==> src/rtl/crs_pkg.sv <==
package crs_pkg;
   // Default geometry of the stepper
   localparam int unsigned CRS_RATIO_W   = 5;
   localparam int unsigned CRS_RATIO_MIN = 10;
   localparam int unsigned CRS_RATIO_MAX = 20;
   localparam int unsigned CRS_PERIOD    = 3;

   // Width that holds a count of 0 .. n-1 (at least one bit)
   function automatic int unsigned crs_cnt_width(input int unsigned n);
      return (n > 1) ? $clog2(n) : 1;
   endfunction
endpackage

==> src/rtl/crs_slot_timer.sv <==
module crs_slot_timer #(
   parameter int unsigned PERIOD = crs_pkg::CRS_PERIOD
) (
   input  logic clk,
   input  logic rst_n,
   input  logic run,
   input  logic restart,
   output logic slot
);
   localparam int unsigned CNT_W = crs_pkg::crs_cnt_width(PERIOD);
   localparam logic [CNT_W-1:0] LAST = CNT_W'(PERIOD - 1);

   logic [CNT_W-1:0] cnt_q;
   logic             slot_q;

   always_ff @(posedge clk) begin
      if (!rst_n) begin
         cnt_q  <= '0;
         slot_q <= 1'b0;
      end else if (restart || !run) begin
         cnt_q  <= '0;
         slot_q <= 1'b0;
      end else if (cnt_q == LAST) begin
         cnt_q  <= '0;
         slot_q <= 1'b1;
      end else begin
         cnt_q  <= cnt_q + 1'b1;
         slot_q <= 1'b0;
      end
   end

   assign slot = slot_q;
endmodule

==> src/rtl/crs_ratio_reg.sv <==
module crs_ratio_reg #(
   parameter int unsigned RATIO_W   = crs_pkg::CRS_RATIO_W,
   parameter int unsigned RATIO_MIN = crs_pkg::CRS_RATIO_MIN,
   parameter int unsigned RATIO_MAX = crs_pkg::CRS_RATIO_MAX
) (
   input  logic               clk,
   input  logic               rst_n,
   input  logic               load,
   input  logic               step,
   output logic [RATIO_W-1:0] ratio
);
   localparam logic [RATIO_W-1:0] LO = RATIO_W'(RATIO_MIN);
   localparam logic [RATIO_W-1:0] HI = RATIO_W'(RATIO_MAX);

   logic [RATIO_W-1:0] ratio_q;
   logic               at_top;

   assign at_top = (ratio_q >= HI);

   always_ff @(posedge clk) begin
      if (!rst_n)
         ratio_q <= LO;
      else if (load)
         ratio_q <= LO;
      else if (step && !at_top)
         ratio_q <= ratio_q + 1'b1;
   end

   assign ratio = ratio_q;
endmodule

==> src/rtl/ratio_stepper.sv <==
module ratio_stepper #(
   parameter int unsigned RATIO_W   = crs_pkg::CRS_RATIO_W,
   parameter int unsigned RATIO_MIN = crs_pkg::CRS_RATIO_MIN,
   parameter int unsigned RATIO_MAX = crs_pkg::CRS_RATIO_MAX,
   parameter int unsigned PERIOD    = crs_pkg::CRS_PERIOD
) (
   input  logic               clk,
   input  logic               rst_n,
   input  logic               xfer_active,
   input  logic               init_pulse,
   input  logic               cmp_below,
   output logic               eval_en,
   output logic [RATIO_W-1:0] ratio
);
   // Elaboration-time parameter checks
   if (RATIO_MIN >= RATIO_MAX) begin : g_bad_range
      $error("ratio_stepper: RATIO_MIN must be below RATIO_MAX");
   end
   if (RATIO_MAX >= (1 << RATIO_W)) begin : g_bad_width
      $error("ratio_stepper: RATIO_W too narrow for RATIO_MAX");
   end
   if (PERIOD < 2) begin : g_bad_period
      $error("ratio_stepper: PERIOD must leave a gap after each pulse");
   end

   logic slot;
   logic step;

   crs_slot_timer #(.PERIOD(PERIOD)) u_timer (
      .clk     (clk),
      .rst_n   (rst_n),
      .run     (xfer_active),
      .restart (init_pulse),
      .slot    (slot)
   );

   // Decision: taken on the edge closing the enabled cycle
   assign step = slot && xfer_active && cmp_below && !init_pulse;

   crs_ratio_reg #(
      .RATIO_W   (RATIO_W),
      .RATIO_MIN (RATIO_MIN),
      .RATIO_MAX (RATIO_MAX)
   ) u_ratio (
      .clk   (clk),
      .rst_n (rst_n),
      .load  (init_pulse),
      .step  (step),
      .ratio (ratio)
   );

   assign eval_en = slot;
endmodule

==> config.mk <==
export PLATFORM = sky130hd
export DESIGN_NAME = ratio_stepper
export DESIGN_NICKNAME = d
export VERILOG_FILES = /design/src/rtl/crs_pkg.sv /design/src/rtl/crs_slot_timer.sv /design/src/rtl/crs_ratio_reg.sv /design/src/rtl/ratio_stepper.sv
export SDC_FILE = /design/constraint.sdc
export NUM_CORES = 1
export LEC_CHECK = 0
export BUFFER_PORTS_ARGS = -buffer_cell sky130_fd_sc_hd__buf_2
export CAP_MARGIN = 20
export CORE_AREA = 2 2 39 41
export DETAILED_ROUTE_END_ITERATION = 8
export DIE_AREA = 0 0 41 43
export MAX_ROUTING_LAYER = met4
export SLEW_MARGIN = 20
export SYNTH_ARGS = -nofsm -noshare
export SYNTH_HDL_FRONTEND = slang
export SYNTH_SLANG_ARGS = --single-unit
==> constraint.sdc <==
create_clock -name clk -period 1.1 [get_ports clk]
set_clock_uncertainty 0.2 [all_clocks]
set_input_delay 0.165 -clock clk [delete_from_list [all_inputs] [get_ports clk]]
set_output_delay 0.165 -clock clk [all_outputs]
set_load 0.005 [all_outputs]
==> run metrics <==
Syn Nets 48; Synth top area share 42.5%; Req. time, crit path between 0.7 and 0.8 ns; TritonRoute pass-1 iters 7; Crit path arrival time 0.82 ns; Syn Area/Cell 9.42 um^2; final setup vio count 4; CP startpoint kind register; VDD IR max between 0.5 and 0.6 mV; clock latency on the worst-skew pair about 0.25 ns; CTS Buffer Depth 2; Final period util 108%; Peak Freq 844 MHz; CTS tree done; post-synthesis instance total 40; Post-DP Area about 480 um^2; synthesized area ~380 um^2; Setup crit start u_ratio.ratio[4]; FF-to-FF Start u_timer.slot; PortBufs 10; drt total wl 919 um; Final Hold Fails 2; Die Y between 40 and 50 um; violated checks hold timing, setup timing; synth warn 0; Vias approximately 390; Ant. Diodes 0; slew margin rel. 88.0%; unrepaired setup endpoints after global routing true; cts bufs inserted 3; GPL Wtd Cong ~0.77; Max Cap Viol 0; actual slew at the worst max-slew pin 0.180 ns; antenna-violating nets left 0; most frequent cells in the layout buf_6, buf_2, buf_4, dfxtp_4, o21ai_1; die width 41 um; status finished with violations; min-delay src rst_n; 1st-iter DRT viols 4; CTS H-tree lvls 1; nets@finish 70; DP HPWL 631 um; flops & latches, synth 8; share of layout cells above drive strength 1 61.7%; Starting Density a little over a quarter; pins over their slew limit 0; leading area contributor after synthesis dfxtp_1; die area 0.00176 mm^2; Area Overhead vs Synth 62.8%; Leak 0.244 nW; clk sinks 8; post-synthesis sequential area ratio between 40% and 50%; Max Fanout on Critical Path 4; Remaining DRCs 0; commonest non-fill, non-tap cell in the layout buf_6; root buf cell clkbuf_4; PD cells 869 mW/mm^2; WL/cell 12.1 um; Hold Crit Class input pin to register; Clock transition at path regs 0.06 ns; post-layout minimum cycle time 1.18 ns; post-DR vias/cell 5.07; synth top area cells dfxtp_1, ha_1, and4b_1; final setup margin -0.0842 ns; via count of the first global-routing pass ~360; GRT Util Overall between 10% and 20%; CP Capture Type primary output; Fin Hold WS -0.0154 ns; Distinct cells, synth 20; Overflow after GRT 0; initial antenna violation count 0; Final Cell Area 613 um^2; row count 14; CP Class register to primary output; I/O pins 11; first-pass GRT wire length around 1500 um; largest net degree at the start of global routing 7; Overall Power 0.000533 W; core area 0.00138 mm^2
[stage by stage]
stage                     TNS [ns]  utilization, %  instances  setup WS [ns]
after floorplan            -0.0386               -         40        -0.0229
after global placement      -0.194            34.7         70        -0.0691
after detailed placement    -0.251            34.7         70         -0.101
after CTS                   -0.176            42.1         76        -0.0883
after global routing        -0.598            44.3         76         -0.121
final                       -0.241            44.3         76        -0.0842
[what timing repair did]
action / in CTS / in global routing
resized for setup: 17 / 9
endpoints found under the setup margin: 9 / 12
hold endpoints to repair: 3 / 0
buffers inserted: 3 / 0
pin swaps: 2 / 8
[synthesized netlist by cell type]
cell type and instances:
nand3b_1 1, a21oi_1 1, nand3_1 3, nand4b_1 2
nor3_1 3, dfxtp_1 8, a41oi_1 1, inv_1 3
and3_1 1, o21ai_0 3, o21a_1 1, nand2_1 2
and2b_2 1, a31oi_1 1, ha_1 3, nand2b_2 1
nor3_2 1, nor2_1 1, o21ai_1 1, and4b_1 2
[metal layers]
| layer | vias up | global-route usage (%) | wire [um] | share of wire [%] |
|---|---|---|---|---|
| li1 | 193 | - | - | - |
| met1 | 174 | 17.2 | 385 | 42 |
| met2 | 18 | 18.4 | 459 | 50 |
| met3 | 0 | 3.14 | 73 | 7.9 |
| met4 | 0 | 6.00 | 0 | 0 |
| met5 | - | - | 0 | 0 |
[path summary, 6_finish.rpt]
kind	end	slack, ns	depth (start not counted)
worst min register to register	u_timer.cnt_q[0]	0.21	1
worst max-delay path	ratio[4]	-0.08	2
worst max register to register	u_ratio.ratio[2]	-0.08	3
worst min-delay path	u_ratio.ratio[0]	-0.02	3
[critical path, stage by stage (launching register included)]
cell	delay, ns
dfxtp_4	0.35
buf_6	0.11
buf_6	0.10
[flip-flops by register name (all words and copies together), names as in the netlist]
register and count:
u_timer.cnt_q 2, u_ratio.ratio 5, u_timer.slot 1
[layout make-up]
type / count / area [um^2]
fillers: 133 / 771
multi-input cells: 29 / 236
flip-flops and latches: 8 / 181
repair buffers: 17 / 141
clock buffers: 3 / 22.5
well taps: 16 / 20.0
inverters: 3 / 11.3
[logic make-up after synthesis]
kind of cell / after synthesis / share of synthesized area, %
simple gates: 18 / 31.9
fa+ha+maj: 3 / 9.97
buf+inv: 3 / 2.99
flops: 8 / 42.5
compound gates: 8 / 12.6
[power breakdown]
| group | switching, W | total, W | leakage, nW | internal (W) |
|---|---|---|---|---|
| logic | 0.0000122 | 0.0000261 | 0.162 | 0.0000139 |
| registers | 0.00000105 | 0.000281 | 0.0678 | 0.000280 |
| clock network | 0.000101 | 0.000226 | 0.0138 | 0.000125 |
(Power assumes the default switching activity.)
